**config.mk**
```make
export PLATFORM = sky130hd
export DESIGN_NAME = hwstate_ctrl
export DESIGN_NICKNAME = d
export VERILOG_FILES = /design/src/rtl/hwstate_pkg.sv /design/src/rtl/hwstate_flag.sv /design/src/rtl/hwstate_run_ctrl.sv /design/src/rtl/hwstate_irq.sv /design/src/rtl/hwstate_ctrl.sv
export SDC_FILE = /design/constraint.sdc
export NUM_CORES = 1
export LEC_CHECK = 0
export BUFFER_PORTS_ARGS = -buffer_cell sky130_fd_sc_hd__buf_2
export CAP_MARGIN = 40
export CORE_AREA = 3 3 46 48
export DETAILED_ROUTE_END_ITERATION = 16
export DIE_AREA = 0 0 49 51
export GPL_TIMING_DRIVEN = 0
export PLACE_DENSITY = 0.68
export SKIP_LAST_GASP = 1
export SYNTH_ARGS = -nofsm -noshare
export SYNTH_HDL_FRONTEND = slang
export SYNTH_SLANG_ARGS = --single-unit
```
**constraint.sdc**
```tcl
create_clock -name clk -period 1 [get_ports clk]
set_input_delay 0.05 -clock clk [delete_from_list [all_inputs] [get_ports clk]]
set_output_delay 0.05 -clock clk [all_outputs]
set_load 0.005 [all_outputs]
```
**src/rtl/hwstate_pkg.sv**
```systemverilog
package hwstate_pkg;
  localparam int CMD_W   = 16;
  localparam int STAT_W  = 16;
  localparam int NUM_ERR = 5;

  // command word positions of the run-state and mode flags
  localparam int C_CLR_EN = 0;
  localparam int C_SET_EN = 1;
  localparam int C_CLR_MS = 2;
  localparam int C_SET_MS = 3;
  localparam int C_CLR_ME = 6;
  localparam int C_SET_ME = 7;

  // status word positions
  localparam int S_EN      = 0;
  localparam int S_MS      = 1;
  localparam int S_ERR_LSB = 8;
  localparam int S_BUSY    = 13;

  // error i: 0 tx overflow, 1 rx overflow, 2 abort, 3 tx underflow, 4 rx underflow
  function automatic int err_clr_pos(input int i);
    return (i < 4) ? (8 + i) : 4;
  endfunction

  function automatic int err_set_pos(input int i);
    return (i < 4) ? (12 + i) : 5;
  endfunction
endpackage

```
**src/rtl/hwstate_flag.sv**
```systemverilog
module hwstate_flag #(
  parameter bit RST_VAL = 1'b0
) (
  input  logic clk,
  input  logic rst_n,
  input  logic wr,
  input  logic set_b,
  input  logic clr_b,
  input  logic evt,
  output logic q
);
  // priority: hardware event, then clear, then set
  always_ff @(posedge clk) begin
    if (!rst_n)            q <= RST_VAL;
    else if (evt)          q <= 1'b1;
    else if (wr && clr_b)  q <= 1'b0;
    else if (wr && set_b)  q <= 1'b1;
  end
endmodule

```
**src/rtl/hwstate_run_ctrl.sv**
```systemverilog
module hwstate_run_ctrl (
  input  logic clk,
  input  logic rst_n,
  input  logic wr,
  input  logic set_b,
  input  logic clr_b,
  input  logic busy,
  output logic en
);
  logic pend_q;

  always_ff @(posedge clk) begin
    if (!rst_n) begin
      en     <= 1'b0;
      pend_q <= 1'b0;
    end else if (wr && clr_b) begin
      if (busy) begin
        pend_q <= 1'b1;
      end else begin
        en     <= 1'b0;
        pend_q <= 1'b0;
      end
    end else if (wr && set_b) begin
      en     <= 1'b1;
      pend_q <= 1'b0;
    end else if (pend_q && !busy) begin
      en     <= 1'b0;
      pend_q <= 1'b0;
    end
  end
endmodule

```
**src/rtl/hwstate_irq.sv**
```systemverilog
module hwstate_irq #(
  parameter int N = 6
) (
  input  logic [N-1:0] flags,
  input  logic         irq_en,
  output logic         irq
);
  assign irq = irq_en & (|flags);
endmodule

```
**src/rtl/hwstate_ctrl.sv**
```systemverilog
module hwstate_ctrl
  import hwstate_pkg::*;
(
  input  logic              clk,
  input  logic              rst_n,
  input  logic              cmd_valid,
  input  logic [CMD_W-1:0]  cmd_word,
  input  logic [NUM_ERR-1:0] err_en,
  input  logic [NUM_ERR-1:0] hw_evt,
  input  logic              busy_i,
  input  logic              irq_en,
  output logic [STAT_W-1:0] status_o,
  output logic              mode_err_o,
  output logic              err_irq_o
);
  logic               en_q;
  logic               ms_q;
  logic [NUM_ERR-1:0] err_q;

  hwstate_run_ctrl u_run (
    .clk(clk), .rst_n(rst_n), .wr(cmd_valid),
    .set_b(cmd_word[C_SET_EN]), .clr_b(cmd_word[C_CLR_EN]),
    .busy(busy_i), .en(en_q)
  );

  hwstate_flag u_ms (
    .clk(clk), .rst_n(rst_n), .wr(cmd_valid),
    .set_b(cmd_word[C_SET_MS]), .clr_b(cmd_word[C_CLR_MS]),
    .evt(1'b0), .q(ms_q)
  );

  hwstate_flag u_me (
    .clk(clk), .rst_n(rst_n), .wr(cmd_valid),
    .set_b(cmd_word[C_SET_ME]), .clr_b(cmd_word[C_CLR_ME]),
    .evt(1'b0), .q(mode_err_o)
  );

  for (genvar i = 0; i < NUM_ERR; i++) begin : g_err
    localparam int SP = err_set_pos(i);
    localparam int CP = err_clr_pos(i);
    hwstate_flag u_f (
      .clk(clk), .rst_n(rst_n), .wr(cmd_valid),
      .set_b(cmd_word[SP]), .clr_b(cmd_word[CP]),
      .evt(hw_evt[i] & err_en[i]), .q(err_q[i])
    );
  end

  hwstate_irq #(.N(NUM_ERR + 1)) u_irq (
    .flags({mode_err_o, err_q}), .irq_en(irq_en), .irq(err_irq_o)
  );

  always_comb begin
    status_o = '0;
    status_o[S_EN] = en_q;
    status_o[S_MS] = ms_q;
    status_o[S_ERR_LSB +: NUM_ERR] = err_q;
    status_o[S_BUSY] = busy_i;
  end
endmodule

```
Word level (Yosys, flattened, before mapping)
Index checks and enable logic that the tools add are counted.

Register bits: 9. Bits of input ports: 31. Output and inout bits: 18. Word-level logic and storage cells: 67.

Eq/ne operators: 1. Muxes and demuxes: 22. Bitwise operators: 7. Reduce and logical (&&, ||, !) cells: 28.

Operators by type and width (number): two-way mux 1 bit (22); nonzero test 3 bit (6); logical AND 1 bit (17); bitwise AND 1 bit (6); OR reduction 6 bit (1); OR reduction 2 bit (2); != test 2 bit, second input constant (1); AND reduction 2 bit (1); zero test 1 bit (1); NOT 1 bit (1).

Longest topological paths before layout
Gate-level depths: netlist (run 1).

Depth after elaboration: 5. Gate-level depth with buffers: 5. Gate-level depth less buffers: 3.

By module
From an unflattened synthesis (run 1), not the netlist that was laid out.

Cell total of the unflattened synthesis: 59. Area, all modules: 516.7 um^2.

By module, submodules not included: hwstate_flag (instances 7, cells each 4, area an instance 42.5 um^2, sequential area each 20.0 um^2); hwstate_ctrl (instances 1, cells each 17, area an instance 117.6 um^2, sequential area each 0.0 um^2); hwstate_run_ctrl (instances 1, cells each 12, area an instance 85.1 um^2, sequential area each 40.0 um^2); hwstate_irq (instances 1, cells each 2, area an instance 16.3 um^2, sequential area each 0.0 um^2).

Worst setup path before layout (run 1)
Ideal clock, no wire load.

Kind: flip-flop to output port. From: register g_err[4].u_f.q. To: output err_irq_o. Arrival: 1.046 ns. Data required time: 0.950 ns. Path slack: -0.096 ns. Stages on the path, launching flop included: 3. Buffers on the path: 0. Cells stage by stage: dfxtp_1 or4_1 o31a_1.

Word-level cells in the longest chain between the ends: 2.

Ends and longest elaborated chain: start: declaration (line hwstate_flag.sv:10) `output logic q`; start signal: assignment (line hwstate_flag.sv:14) `if (!rst_n) q <= RST_VAL;`; start signal: assignment (line hwstate_flag.sv:15) `else if (evt) q <= 1'b1;`; start signal: assignment (line hwstate_flag.sv:16) `else if (wr && clr_b) q <= 1'b0;`; OR reduction 6 bit (line hwstate_irq.sv:8) `assign irq = irq_en & (|flags);`; bitwise AND 1 bit (line hwstate_irq.sv:8); end: declaration (line hwstate_ctrl.sv:14) `output logic err_irq_o`.

No other way between the ends.

Worst setup path in the final report (run 1)
From: register g_err[0].u_f.q. To: output err_irq_o.

Word-level cells in the longest chain between the ends: 2.

Ends and longest elaborated chain (line): start: declaration (hwstate_flag.sv:10); start signal: assignment (hwstate_flag.sv:14); start signal: assignment (hwstate_flag.sv:15); start signal: assignment (hwstate_flag.sv:16); OR reduction 6 bit (hwstate_irq.sv:8); bitwise AND 1 bit (hwstate_irq.sv:8).

No other way between the ends.

==> results.cfg, run 1 <==
[die]
core_area_um2 = 1750
die_y_um = 51
dieArea_um2 = 2500
io_pins = 49
die_w_um = 49
rows = 15
initial_core_util = 0.300

[cts]
root_buffer = clkbuf_4
cts.sinks = 9
htree_levels = 1
clock_tree.buffer_depth = 2
clkSlewWorstSetupHoldPaths_ns = 0.06
tritoncts = yes
clk-insertion-delay-late_ns = 0.25
cts_buffers = 3

[global_routing]
gr-total-overflow = 0
grt_first_pass_wirelength_um = 2210
grt_use_total = 0.115
grt_antenna_before_repair = 0
grt_max_degree = 11
grt_pass1_vias = 550

[route]
dr_wl_met2_um = 554
drc = 0
wl_per_cell_um = 8.93
drt-initial-drc-count = 7
dr_total_vias = 590
first_pass_iters = 4
wl_met3_um = 162
routed.top_layer = met4
wirelength_um = 1350
ant_nets = 0
routed_via_density = 3.91
m1WireLength_um = 626

[hold_path]
min_path_cells = 3
min_path_type = in2reg

[logic_synthesis]
yosysSeqAreaShare = 0.344
synthArstFlopShare = 0
yosys_warnings = 0
synth_edf_count = 0
synth_area_leaders = dfxtp_1 34%, buf_4 23%, nand2_1 14%
yosysTopAreaCell = dfxtp_1
synth-seq-cells = 9
synthCells = 74
synth_top_cell_area_share = 0.344
netlist_area_um2 = 523
ys_types = 13
syn_avg_cell_area_um2 = 7.07
synthTopCellsByCount = 20 x nand2_1, 16 x buf_4, 9 x dfxtp_1
synth.most_common_cell = nand2_1
synth-main-ff-cell = dfxtp_1

[finish]
diodes = 0
drive_above_1_share = 0.508
synthToLayoutAreaGrowth_pct = 58.9
nets = 158
fin_cells = 151

[worst_setup_path]
crit_path_max_incr_delay_ns = 0.52
cpMaxStageDelayCell = or4_1
worst-endpoint-required_ns = 0.95
cp_cell_sequence = or4_1 -> o31a_1 -> buf_2
crit_fanout = 2
cp_data_arrival_time_ns = 1.45
critPathLaunchType = flop
worstRegToRegCells = 3
reg2reg_slack_ns = 0.19
crit_type = reg2out
crit_path_end_kind = output port

[sta]
rsz0062_at_grt = true
fin_tns_setup_ns = -0.504
setup_viol = 1
finalClockSkew_ns = 0.0000125
period_share = 1.50
finalMaxSlewViolations = 0
max_freq_mhz = 665
fin_crit_ns = 1.50
setup_ws_ns = -0.504
hold_slack_ns = 0.0116
hold_viol_final = 0

[outcome]
status = complete, but fails checks
violations = negative setup slack

[placed_design]
place_ws_ns = -0.227
place_inst = 145
place_congestion = 0.637
io_buffers = 39
dpl.hpwl_um = 1110

[run]
maxCapViolCount = 0

[power]
p_leak_nw = 0.467
peakVddDrop_uv = 371
finalPower_mw = 0.941
cellPowerDensity_nw_per_um2 = 1130
final timing paths:
| path | endpoint | from |
|---|---|---|
| worst min register to register | u_run.pend_q$_SDFFE_PN0P_ | u_run.pend_q$_SDFFE_PN0P_ |
| worst min-delay path | g_err[3].u_f.q$_SDFFE_PN0P_ | err_en[3] |
| worst max-delay path | err_irq_o | g_err[0].u_f.q$_SDFFE_PN0P_ |
| worst max register to register | u_run.en$_SDFFE_PN0P_ | u_run.en$_SDFFE_PN0P_ |
cells in the final DEF (no fill, tap or decap):
cell      Yosys  layout
or4_1         1       1
o21ai_0       6       6
buf_6         0       2
nand3_1       5       5
a21oi_1       8       8
o31a_1        1       1
nand2_1      20      20
buf_2         1      39
dfxtp_2       0       3
dfxtp_1       9       6
clkbuf_4      0       3
buf_4        16      17
nor2_1        3       3
a22o_1        1       1
conb_1        1       8
clkbuf_1      2       3
stage by stage:
| step | utilization | area (um^2) |
|---|---|---|
| CTS | 0.470 | 821 |
| floorplan | - | 549 |
| finish | 0.476 | 831 |
| detailed placement | 0.444 | 776 |
| global route | 0.476 | 831 |
| global placement | 0.444 | 776 |
routing by layer:
| metal | GRT usage | up-vias |
|---|---|---|
| li1 | - | 325 |
| met1 | 0.141 | 228 |
| met2 | 0.170 | 35 |
| met3 | 0.0525 | 2 |
| met4 | 0.0569 | 0 |
| met5 | 0 | - |
area by class of cell:
| type | count | area [um^2] |
|---|---|---|
| Buffer | 19 | 133 |
| Timing Repair Buffer | 41 | 220 |
| Clock buffer | 4 | 26.3 |
| Fill cell | 191 | 915 |
| Tap cell | 25 | 31.3 |
| Multi-Input combinational cell | 53 | 236 |
| Sequential cell | 9 | 184 |
critical path: cells and delay by family (launching register included):
| kind | cells | cell delay [ns] |
|---|---|---|
| DFF | 1 | 0.32 |
| buffers and inverters | 1 | 0.12 |
| AOI/OAI and AO/OA | 1 | 0.24 |
| and+or+nand+nor | 1 | 0.52 |
kinds of logic after synthesis:
family | after synthesis | share of synthesized area
AOI/OAI and AO/OA | 16 | 0.167
buffers and inverters | 19 | 0.254
DFF | 9 | 0.344
other | 1 | 0.00717
and+or+nand+nor | 29 | 0.227
power by group:
group          leakage, nW  internal [mW]  switching (mW)
Sequential          0.0753          0.390          0.0183
Clock               0.0150          0.153           0.122
Combinational        0.377          0.159          0.0980
Total                0.467          0.703           0.238
registers in the layout (all words and copies together) (netlist names):
| register | flops |
|---|---|
| u_me.q | 1 |
| u_run.en | 1 |
| g_err.u_f.q | 5 |
| u_run.pend_q | 1 |
| u_ms.q | 1 |
what timing repair did:
item / in CTS / in global routing
hold buffers: 0 / 0
gates resized for setup: 3 / 2
setup endpoints to repair: 1 / 3
pin swaps: 1 / 0
setup buffers: 2 / 0
No activity file was read; power rests on OpenSTA's default activity.
==> run 2: changes to the inputs <==
BUFFER_PORTS_ARGS = -buffer_cell sky130_fd_sc_hd__buf_4   (was -buffer_cell sky130_fd_sc_hd__buf_2)
==> run 2 against run 1 <==
Effect of this change:
- the run still ends with negative setup slack left
- global-route usage rose by 0.32 points
- core utilization rose by 4.7 points
- clock skew barely moved
- power is 5.1% higher
- clock power rose by 2%
- non-clock buffer count decreased by 1
- clock-buffer cell count unchanged
- first-iteration DRC count decreased by 43%
- cell count shrank 0.66%
- design area is 9.8% higher
- combinational power is 16% higher
- die area stayed put
- largest power group unchanged
- highest routed layer unchanged
==> results.cfg, run 2 (synthesis gave the netlist of run 1 again) <==
[worst_setup_path]
crit_type = reg2out
crit_fanout = 2
cp.depth = 3
critPathLaunchType = flop
cpMaxStageDelayCell = or4_4
critPathBufInv = 1
critPathTopFamily = simple AND/OR/NAND/NOR gates
worst-endpoint-required_ns = 0.95
cp_cell_sequence = or4_4 -> o31a_1 -> buf_4
worstRegToRegCells = 3
crit_path_max_incr_delay_ns = 0.52
crit_path_end_kind = output port
cp_data_arrival_time_ns = 1.48

[die]
die_w_um = 49
core_area_um2 = 1750
io_pins = 49
rows = 15
dieArea_um2 = 2500
initial_core_util = 0.300
die_y_um = 51

[route]
wl_per_cell_um = 9.69
routed.top_layer = met4
drc = 0
dr_wl_met2_um = 644
first_pass_iters = 4
m1WireLength_um = 612
wirelength_um = 1450
wl_met3_um = 182
drt-initial-drc-count = 4
routed_via_density = 3.96
dr_total_vias = 594
ant_nets = 0

[global_routing]
grt_pass1_vias = 561
grt_antenna_before_repair = 0
grt_max_degree = 11
grt_use_total = 0.118
grt_first_pass_wirelength_um = 2240
gr-total-overflow = 0

[cts]
clock_tree.buffer_depth = 2
htree_levels = 1
cts.sinks = 9
clkSlewWorstSetupHoldPaths_ns = 0.06
tritoncts = yes
clk-insertion-delay-late_ns = 0.25
cts_buffers = 3
hold_buffers = 0
root_buffer = clkbuf_4

[power]
p_leak_nw = 0.490
finalPower_mw = 0.989
peakVddDrop_uv = 418
cellPowerDensity_nw_per_um2 = 1080

[finish]
diodes = 0
drive_above_1_share = 0.496
largest_reg_flops = 5
fill_cells = 190
seq_area_um2 = 181
synthToLayoutAreaGrowth_pct = 74.4
multi_input_area_um2 = 240
regMostFlops = g_err.u_f.q
final_cell_mix = 56 x buf_4, 20 x nand2_1, 8 x a21oi_1, 8 x conb_1, 8 x dfxtp_1
nets = 157
final_common_cell = buf_4

[placed_design]
io_buffers = 39
place_ws_ns = -0.242
dpl.hpwl_um = 1170
place_congestion = 0.640

[sta]
hold_viol_final = 0
setup_ws_ns = -0.527
finalClockSkew_ns = 0.0000848
rsz0062_at_grt = true
setup_viol = 1
fin_crit_ns = 1.53
period_share = 1.53
max_freq_mhz = 655
finalMaxSlewViolations = 0

[hold_path]
min_path_cells = 3
min_path_type = in2reg

[outcome]
violations = negative setup slack
status = complete, but fails checks

[run]
maxCapViolCount = 0
==> run 2: report_power, final <==
group / internal, mW / switching (mW)
logic: 0.201 / 0.0982
clock network: 0.154 / 0.128
registers: 0.388 / 0.0204
total: 0.743 / 0.246
==> run 2: timing repair <==
item | in CTS | in global routing
buffers inserted | 1 | 0
gates resized for setup | 2 | 0
setup endpoints to repair | 1 | 2
==> run 2: per-stage QoR <==
stage / util / cells / hold WS (ns) / TNS, ns / cell area [um^2]
floorplan: - / 81 / 0.166 / -0.0957 / 549
global placement: 0.500 / 145 / 0.269 / -0.248 / 873
detailed placement: 0.500 / 145 / 0.286 / -0.242 / 873
CTS: 0.523 / 150 / 0.0103 / -0.549 / 912
global route: 0.523 / 150 / 0.0205 / -0.588 / 912
finish: 0.523 / 150 / 0.0184 / -0.527 / 912
==> run 2: path summary, 6_finish.rpt <==
kind	startpoint	endpoint	slack [ns]
max	g_err[4].u_f.q$_SDFFE_PN0P_	err_irq_o	-0.53
min	err_en[4]	g_err[4].u_f.q$_SDFFE_PN0P_	0.02
max reg2reg	u_run.en$_SDFFE_PN0P_	u_run.en$_SDFFE_PN0P_	0.20
min reg2reg	u_run.pend_q$_SDFFE_PN0P_	u_run.pend_q$_SDFFE_PN0P_	0.47
==> run 2: tightest hold or removal path, stage by stage <==
cell and delay, ns:
buf_4 0.07, nand3_1 0.06, o21ai_0 0.06
==> run 2: final cells by class <==
cell class,count,share of cell area
buffer,19,0.145
clock buffer,4,0.0288
multi-input combinational,53,0.263
sequential,9,0.199
tap,25,0.0343
timing repair buffer,40,0.329
==> run 2: per-layer routing <==
metal  vias to the layer above  track usage
met1                       232        0.122
li1                        322            -
met2                        38        0.197
met5                         -            0
met3                         2       0.0496
met4                         0       0.0806
==> run 3: changes to the inputs <==
CORE_AREA = 3 3 42 44   (was 3 3 46 48)
DIE_AREA = 0 0 45 47   (was 0 0 49 51)
PLACE_DENSITY = 0.78   (was 0.68)
REMOVE_ABC_BUFFERS = 1   (was unset)
clock period = 1.8 ns   (was 1 ns; I/O delays follow)
==> run 3 against run 2 <==
Effect of this change:
- the flow now finishes without violations
- combinational power down 58%
- routed wire length down 14%
- clock power down 44%
- register-to-register slack better by 0.80 ns
- sequential power down 45%
- via count down 7.6%
- sequential share of layout area up 3.7 points
- critical endpoint unchanged
- largest cell class unchanged
==> results.cfg, run 3 (synthesis gave the netlist of run 1 again) <==
[outcome]
status = finished clean

[sta]
finalClockSkew_ns = 0.0000800
hold_viol_final = 0
fin_crit_ns = 1.56
setup_viol = 0
rsz0062_at_grt = false
hold_slack_ns = 0.0508
finalMaxSlewViolations = 0
max_freq_mhz = 639
fin_tns_setup_ns = 0
period_share = 0.869

[route]
ant_nets = 0
drt-initial-drc-count = 9
wl_per_cell_um = 10.2
drc = 0
routed_via_density = 4.50
dr_total_vias = 549
first_pass_iters = 3
wirelength_um = 1240

[power]
cellPowerDensity_nw_per_um2 = 663
p_leak_nw = 0.397
peakVddDrop_uv = 335

[hold_path]
min_path_type = in2reg

[cts]
cts_resized = 0
post_cts_buffers = 0
clkSlewWorstSetupHoldPaths_ns = 0.06
root_buffer = clkbuf_4
cts_buffers = 3
clock_tree.buffer_depth = 2
clk-insertion-delay-late_ns = 0.25
cts.sinks = 9
hold_buffers = 0
tritoncts = yes
htree_levels = 1

[worst_setup_path]
cp_data_arrival_time_ns = 1.47
critPathBufInv = 1
crit_type = reg2out
crit_path_end_kind = output port
cpMaxStageDelayCell = or4_1
worst-endpoint-required_ns = 1.71
cp_cell_sequence = or4_1 -> o31a_1 -> buf_4
critPathLaunchType = flop
crit_path_max_incr_delay_ns = 0.52
crit_fanout = 3
critPathTopFamily = simple AND/OR/NAND/NOR gates

[global_routing]
grt_max_degree = 17
gr-total-overflow = 0
grt_pass1_vias = 477
grt_antenna_before_repair = 0
grt_use_total = 0.125
grt_first_pass_wirelength_um = 1860

[finish]
drive_above_1_share = 0.406
largest_reg_flops = 5
final_common_cell = buf_4
diodes = 0
final_area_um2 = 763
synthToLayoutAreaGrowth_pct = 45.9
nets = 138
fill_cells = 147
regMostFlops = g_err.u_f.q
final_cell_mix = 40 x buf_4, 20 x nand2_1, 9 x dfxtp_1, 8 x a21oi_1, 8 x conb_1
fin_cells = 122

[die]
initial_core_util = 0.355
dieArea_um2 = 2120
die_w_um = 45
die_y_um = 47
core_area_um2 = 1470
io_pins = 49
rows = 14

[placed_design]
io_buffers = 40
place_inst = 118
place_congestion = 0.676
post_dp_cell_area_um2 = 737
dpl.hpwl_um = 1030

[run]
maxCapViolCount = 0
[run 3: cell types whose count changed in the layout (fill, tap and decap cells not counted), sizes merged]
cell | previous run | this run
buf | 57 | 40
clkbuf | 6 | 4
[run 3: final cells by class]
class	count	area, um^2	area share
timing repair buffer	40	300	0.393
multi-input combinational	53	236	0.310
sequential	9	180	0.236
clock buffer	4	26.3	0.0344
tap	16	20.0	0.0262
[run 3: routing by layer]
layer | vias to the layer above | track usage | wire [um]
li1 | 285 | - | -
met1 | 234 | 0.143 | 465
met2 | 28 | 0.201 | 628
met3 | 2 | 0.0575 | 143
met4 | 0 | 0.0526 | 8
met5 | - | 0 | 0
[run 3: through the flow]
stage / util / setup slack (ns) / total power, mW
2_1_floorplan: - / 0.651 / 0.265
3_3_place_gp: 0.501 / 0.501 / 0.354
3_5_place_dp: 0.501 / 0.509 / 0.356
4_1_cts: 0.519 / 0.222 / 0.511
5_1_grt: 0.519 / 0.156 / 0.541
6_report: 0.519 / 0.235 / 0.506
[run 3: report_power, final]
group	switching, mW	total, mW	internal (mW)
clock network	0.0701	0.156	0.0854
registers	0.0108	0.226	0.215
logic	0.0455	0.125	0.0792
[run 3: path summary, 6_finish.rpt]
check	startpoint	end	slack, ns	depth (start not counted)
worst max-delay path	g_err[4].u_f.q$_SDFFE_PN0P_	err_irq_o	0.24	3
worst max register to register	u_run.en$_SDFFE_PN0P_	u_run.en$_SDFFE_PN0P_	1.00	3
worst min register to register	u_run.pend_q$_SDFFE_PN0P_	u_run.pend_q$_SDFFE_PN0P_	0.45	2
worst min-delay path	err_en[4]	g_err[4].u_f.q$_SDFFE_PN0P_	0.05	3
[run 3: tightest hold or removal path, delay by kind of cell]
kind	cells	cell delay, ns
buffers and inverters	1	0.07
AND/OR/NAND/NOR	1	0.05
AO/OA/AOI/OAI	1	0.06
